### src/rtl/spim_pkg.sv
package spim_pkg;
  localparam int BYTE_W = 8;
  localparam int HALF_W = 8;

  typedef enum logic [1:0] {
    ADR_MODE = 2'd0,
    ADR_STAT = 2'd1,
    ADR_DATA = 2'd2,
    ADR_EXT  = 2'd3
  } reg_adr_e;

  // half SCK period in system clocks
  function automatic logic [HALF_W-1:0] half_period(input logic [1:0] rate, input logic [1:0] xdiv);
    logic [HALF_W-1:0] base;
    case (rate)
      2'd0:    base = HALF_W'(1);
      2'd1:    base = HALF_W'(2);
      2'd2:    base = HALF_W'(8);
      default: base = HALF_W'(16);
    endcase
    return base << xdiv;
  endfunction
endpackage

### src/rtl/spim_clkdiv.sv
module spim_clkdiv #(
  parameter int W = 8
) (
  input  logic         clk_i,
  input  logic         rst_ni,
  input  logic         run_i,
  input  logic [W-1:0] half_i,
  output logic         tick_o
);
  logic [W-1:0] cnt_q;
  logic         wrap;

  assign wrap   = (cnt_q == half_i - W'(1));
  assign tick_o = run_i && wrap;

  always_ff @(posedge clk_i or negedge rst_ni) begin
    if (!rst_ni)                cnt_q <= '0;
    else if (!run_i || wrap)    cnt_q <= '0;
    else                        cnt_q <= cnt_q + W'(1);
  end

  AST_DIV_BOUND: assert property (@(posedge clk_i) disable iff (!rst_ni)
    run_i |-> (cnt_q < half_i));
endmodule

### src/rtl/spim_shift.sv
module spim_shift #(
  parameter int DW     = 8,
  parameter int HALF_W = 8
) (
  input  logic              clk_i,
  input  logic              rst_ni,
  input  logic              start_i,
  input  logic [DW-1:0]     txd_i,
  input  logic              cpol_i,
  input  logic              cpha_i,
  input  logic [HALF_W-1:0] half_i,
  input  logic              tick_i,
  input  logic              miso_i,
  output logic [HALF_W-1:0] half_o,
  output logic              busy_o,
  output logic              done_o,
  output logic [DW-1:0]     rxd_o,
  output logic              sck_o,
  output logic              mosi_o
);
  localparam int CNT_W = $clog2(2 * DW);
  localparam logic [CNT_W-1:0] LAST_EDGE = CNT_W'(2 * DW - 1);

  logic [DW-1:0]     tx_q, rx_q;
  logic [CNT_W-1:0]  edge_q;
  logic              busy_q, done_q, sck_q, cpol_q, cpha_q;
  logic [HALF_W-1:0] half_q;
  logic              sample, shift;

  // edge_q[0]==0 marks a leading edge
  assign sample = (edge_q[0] == cpha_q);
  assign shift  = !sample && !(cpha_q && edge_q == '0);

  always_ff @(posedge clk_i or negedge rst_ni) begin
    if (!rst_ni) begin
      tx_q <= '0; rx_q <= '0; edge_q <= '0;
      busy_q <= 1'b0; done_q <= 1'b0; sck_q <= 1'b0;
      cpol_q <= 1'b0; cpha_q <= 1'b0; half_q <= HALF_W'(1);
    end else begin
      done_q <= 1'b0;
      if (start_i && !busy_q) begin
        busy_q <= 1'b1;
        tx_q   <= txd_i;
        cpol_q <= cpol_i;
        cpha_q <= cpha_i;
        half_q <= half_i;
        sck_q  <= cpol_i;
        edge_q <= '0;
      end else if (busy_q && tick_i) begin
        sck_q  <= ~sck_q;
        edge_q <= edge_q + CNT_W'(1);
        if (sample) rx_q <= {rx_q[DW-2:0], miso_i};
        if (shift)  tx_q <= {tx_q[DW-2:0], 1'b0};
        if (edge_q == LAST_EDGE) begin
          busy_q <= 1'b0;
          done_q <= 1'b1;
        end
      end
    end
  end

  assign half_o = half_q;
  assign busy_o = busy_q;
  assign done_o = done_q;
  assign rxd_o  = rx_q;
  assign sck_o  = busy_q ? sck_q : cpol_i;
  assign mosi_o = tx_q[DW-1];

  AST_SCK_HOME: assert property (@(posedge clk_i) disable iff (!rst_ni)
    $fell(busy_q) |-> (sck_q == cpol_q));
  AST_TX_HOLD: assert property (@(posedge clk_i) disable iff (!rst_ni)
    (busy_q && !tick_i) |=> $stable(tx_q));
  AST_DONE_PULSE: assert property (@(posedge clk_i) disable iff (!rst_ni)
    done_q |=> !done_q);
endmodule

### src/rtl/spim_ctrl.sv
module spim_ctrl
  import spim_pkg::*;
(
  input  logic       clk_i,
  input  logic       rst_ni,
  input  logic       cyc_i,
  input  logic       stb_i,
  input  logic       we_i,
  input  logic [1:0] adr_i,
  input  logic [7:0] dat_i,
  output logic [7:0] dat_o,
  output logic       ack_o,
  output logic       inta_o,
  output logic       sck_o,
  output logic       mosi_o,
  input  logic       miso_i
);
  logic [7:0]        mode_q, ext_q, rxbuf_q;
  logic              ack_q, done_f, wcol_f;
  logic              acc, wr, wr_data, start, busy, xfer_done, tick;
  logic [HALF_W-1:0] half_req, half_run;
  logic [BYTE_W-1:0] rxd;

  assign acc     = cyc_i && stb_i && !ack_q;
  assign wr      = acc && we_i;
  assign wr_data = wr && (adr_i == ADR_DATA) && mode_q[6];
  assign start   = wr_data && !busy;
  assign half_req = half_period(mode_q[1:0], ext_q[1:0]);

  always_ff @(posedge clk_i or negedge rst_ni) begin
    if (!rst_ni) begin
      mode_q <= '0; ext_q <= '0; rxbuf_q <= '0;
      ack_q <= 1'b0; done_f <= 1'b0; wcol_f <= 1'b0;
    end else begin
      ack_q <= acc;
      if (wr && adr_i == ADR_MODE) mode_q <= dat_i;
      if (wr && adr_i == ADR_EXT)  ext_q  <= dat_i;
      if (wr && adr_i == ADR_STAT && dat_i[6]) wcol_f <= 1'b0;
      if (wr_data && busy) wcol_f <= 1'b1;
      // completion wins over a same-cycle clear
      if (xfer_done) begin
        done_f  <= 1'b1;
        rxbuf_q <= rxd;
      end else if (wr && adr_i == ADR_STAT && dat_i[7]) begin
        done_f <= 1'b0;
      end
    end
  end

  always_comb begin
    case (adr_i)
      ADR_MODE: dat_o = mode_q;
      ADR_STAT: dat_o = {done_f, wcol_f, 6'b0};
      ADR_DATA: dat_o = rxbuf_q;
      default:  dat_o = ext_q;
    endcase
  end

  assign ack_o  = ack_q;
  assign inta_o = mode_q[7] && done_f;

  spim_clkdiv #(.W(HALF_W)) u_div (
    .clk_i (clk_i),
    .rst_ni(rst_ni),
    .run_i (busy),
    .half_i(half_run),
    .tick_o(tick)
  );

  spim_shift #(.DW(BYTE_W), .HALF_W(HALF_W)) u_shift (
    .clk_i  (clk_i),
    .rst_ni (rst_ni),
    .start_i(start),
    .txd_i  (dat_i),
    .cpol_i (mode_q[3]),
    .cpha_i (mode_q[2]),
    .half_i (half_req),
    .tick_i (tick),
    .miso_i (miso_i),
    .half_o (half_run),
    .busy_o (busy),
    .done_o (xfer_done),
    .rxd_o  (rxd),
    .sck_o  (sck_o),
    .mosi_o (mosi_o)
  );

  AST_ACK_ONE: assert property (@(posedge clk_i) disable iff (!rst_ni)
    ack_q |=> !ack_q);
  AST_DONE_STICKY: assert property (@(posedge clk_i) disable iff (!rst_ni)
    (done_f && !(wr && adr_i == ADR_STAT && dat_i[7])) |=> done_f);
  AST_WCOL_SET: assert property (@(posedge clk_i) disable iff (!rst_ni)
    (wr_data && busy) |=> wcol_f);
  AST_OFF_IDLE: assert property (@(posedge clk_i) disable iff (!rst_ni)
    (wr && adr_i == ADR_DATA && !mode_q[6] && !busy) |=> !busy);
  AST_DONE_SRC: assert property (@(posedge clk_i) disable iff (!rst_ni)
    $rose(done_f) |-> $past(busy, 2));
endmodule

### config.mk
export PLATFORM = sky130hd
export DESIGN_NAME = spim_ctrl
export DESIGN_NICKNAME = d
export VERILOG_FILES = /design/src/rtl/spim_pkg.sv /design/src/rtl/spim_clkdiv.sv /design/src/rtl/spim_shift.sv /design/src/rtl/spim_ctrl.sv
export SDC_FILE = /design/constraint.sdc
export NUM_CORES = 1
export LEC_CHECK = 0
export ABC_CLOCK_PERIOD_IN_PS = 6700
export BUFFER_PORTS_ARGS = -buffer_cell sky130_fd_sc_hd__buf_2
export CORE_UTILIZATION = 45
export CTS_CLUSTER_SIZE = 10
export DETAILED_ROUTE_END_ITERATION = 10
export SLEW_MARGIN = 20
export SYNTH_ARGS = -nofsm -noshare
export SYNTH_HDL_FRONTEND = slang
export SYNTH_SLANG_ARGS = --single-unit
export TNS_END_PERCENT = 100
### constraint.sdc
create_clock -name clk_i -period 6.7 [get_ports clk_i]
set_clock_uncertainty 0.05 [all_clocks]
set_input_delay 0.67 -clock clk_i [delete_from_list [all_inputs] [get_ports clk_i]]
set_output_delay 0.67 -clock clk_i [all_outputs]
set_load 0.005 [all_outputs]
==> impl_metrics.csv <==
group,metric,value,unit
synth,synthCells,293,
grt,grt_max_degree,68,
synth,synthFlopType,"dfrtp_1",
clock_tree,clock_latency,0.35,ns
floorplan,die_y,87.8,um
floorplan,die_width,87.8,um
grt,grt_pass1_vias,2064,
clock_tree,htreeDepth,3,
sta,hold_viol,0,
routing,drtPass1Iterations,4,
sta,rsz0062_at_grt,"false",
setup_path,worstPathRequired,6.88,ns
setup_path,arrival,3.09,ns
synth,syn-cell-area,3320,um^2
routing,drc,0,
setup_path,critPathMaxFanout,15,
placed_design,place.gp.congestion,0.749,
clock_tree,cts_resized,0,
routing,ant_nets,0,
routing,vias,2282,
sta,fin_crit_sh,43.3,%
floorplan,dieArea,7720,um^2
grt,grt_antenna_before_repair,0,
clock_tree,clock_sinks,67,
synth,ys_ff_latch,67,
clock_tree,cts_made_buffers,9,
routing,wl,6.51,mm
sta,fmax,0.344,GHz
floorplan,ioPinCount,28,
grt,overflow,0,
sta,maxSlewHeadroom,44.0,%
synth,synthArstFlopShare,100,%
clock_tree,cts_root_buffer,"clkbuf_8",
synth,yosysWarnings,0,
clock_tree,cts_buffer_depth,2,
clock_tree,cts_hold_buffers,0,
cells_and_area,n_antenna_cell,0,
setup_path,endpoint_kind,"flip-flop",
setup_path,critPathLaunchType,"flip-flop",
power_and_ir_drop,ir_drop,0.000174,V
placed_design,dpl.hpwl,4.42,mm
placed_design,port_buffers,27,
clock_tree,post_cts_buffers,0,
job,maxCapViolations,0,
sta,worst_slew_pin_slew,0.839,ns
floorplan,rows,30,
sta,setup_violations,0,
cells_and_area,drive_gt1_share,29.5,%
synth,avgSynthCellArea,11.3,um^2
synth,synth_cell_type_count,49,
cells_and_area,area_growth,12.1,%
sta,worst_slack,3.80,ns
clock_tree,path_clk_slew,0.08,ns
setup_path,crit_type,"reg2reg",
min_path,hp-class,"reg2reg",
routing,wire_per_inst,15.5,um
grt,grt.total_usage,18.6,%
synth,synth-edff-count,0,
placed_design,place_ws,3.81,ns
sta,fin_crit,2.90,ns
grt,grt_pass1_wl,10.7,mm
routing,drt-initial-drc-count,145,
routing,vias_per_cell,5.42,
sta,final-max-slew-violation-count,0,
floorplan,core_area,6940,um^2
cells_and_area,fin_nets,340,
synth,synth.net_count,313,
synth,yosysSeqAreaShare,50.6,%
power_and_ir_drop,pwr_density_cell,309,nW/um^2
cells_and_area,final_util,53.5,%
outcome,status,"finished clean",
power_and_ir_drop,power_leakage,1.80,nW
clock_tree,cts_tree,"built",
sta,setup_tns,0,ns
floorplan,start_util,47.7,%
power_and_ir_drop,power.total,1.15,mW
## synth_stat cells, types with 5 or more instances
library cell,instances,area (um^2)
dfrtp_1,66,1650
mux2_2,44,495
nand2_1,38,143
nor2_1,17,63.8
clkbuf_1,11,41.3
inv_1,11,41.3
a22o_1,7,61.3
nand3_1,7,35.0
o21ai_0,7,35.0
xnor2_1,7,61.3
xor2_1,7,61.3
nand4_1,5,31.3
## flip-flops by register name (all words and copies together), names as in the netlist, 4 cells and up
name / count
ext_q: 8
mode_q: 8
rxbuf_q: 8
u_div.cnt_q: 8
u_shift.half_o: 8
u_shift.rxd_o: 8
u_shift.tx_q: 8
u_shift.edge_q: 4
## per-stage QoR
step           hold slack (ns)  instances  area (um^2)
6_report                 0.393        421         3720
5_1_grt                  0.413        421         3720
4_1_cts                  0.401        421         3720
3_5_place_dp             0.382        405         3540
3_3_place_gp             0.382        405         3540
2_1_floorplan            0.324        293         3320
## final timing paths
check / start / to / slack (ns) / cells past startpoint
hold reg to reg: ack_o / ack_o / 0.39 / 1
setup / recovery: u_shift.half_o[1] / u_shift.tx_q[4] / 3.80 / 8
hold / removal: ack_o / ack_o / 0.39 / 1
max in group asynchronous: rst_ni / ext_q[1] / 5.60 / 2
setup reg to reg: u_shift.half_o[1] / u_shift.tx_q[4] / 3.80 / 8
min in group asynchronous: rst_ni / u_div.cnt_q[7] / 0.46 / 2
## logic make-up (layout without fill, tap and decap cells)
kind of cell    after synthesis  count (layout)  synth area share (%)
simple gates                 95              95                  14.5
flops                        67              67                  50.6
mux                          48              48                  16.9
compound gates               41              41                  9.96
buf+inv                      24              56                  2.75
xor+xnor                     14              14                  3.70
fa+ha+maj                     4               4                  1.51
## layout by cell type (no fill, tap or decap), types with 2 or more instances in the layout
cell and instances:
and4b_1 2, a31oi_1 2, nand2b_1 4, or4_1 2, a41o_1 2, a211oi_1 2
clkbuf_8 9, mux2_2 44, o21ai_0 7, nand4_1 5, xnor2_1 7, a21oi_1 2
and3_1 2, or3_1 3, dfrtp_1 66, buf_2 27, nand2_1 38, a311oi_1 2
nand3_1 7, buf_4 2, xor2_1 7, o31ai_1 3, ha_1 4, inv_6 4
nor2b_1 3, and2_1 3, inv_1 11, a22o_1 7, nor3_1 4, clkinvlp_4 3
o41ai_1 2, a21o_1 3, nor2_1 17, mux4_2 2
## where the power goes
group	leakage, nW	total [mW]	switching [mW]	internal [mW]
combinational	0.847	0.285	0.150	0.134
clock	0.0833	0.311	0.172	0.139
sequential	0.875	0.552	0.0737	0.478
total	1.80	1.15	0.396	0.752
## layout make-up
class	count	area, um^2
clock buffer	9	124
tap	96	120
fill	622	3230
inverter	11	41.3
sequential	67	1680
multi-input combinational	202	1550
timing repair buffer	29	150
clock inverter	7	57.6
## critical path, stage by stage (launching register included)
cell and delay, ns:
dfrtp_1 0.41, inv_1 0.08, ha_1 0.19, or3b_1 0.35, a211oi_1 0.24, nand4_1 0.18
a211oi_4 0.61, a31oi_2 0.34, mux2_2 0.36
## layer usage
metal	track usage (%)	vias to the layer above	part of all wire [%]
li1	-	1100	-
met1	28.0	1134	50
met2	25.9	43	45
met3	5.66	5	3.8
met4	4.92	0	0.98
met5	0	-	0
(Power assumes the default switching activity.)
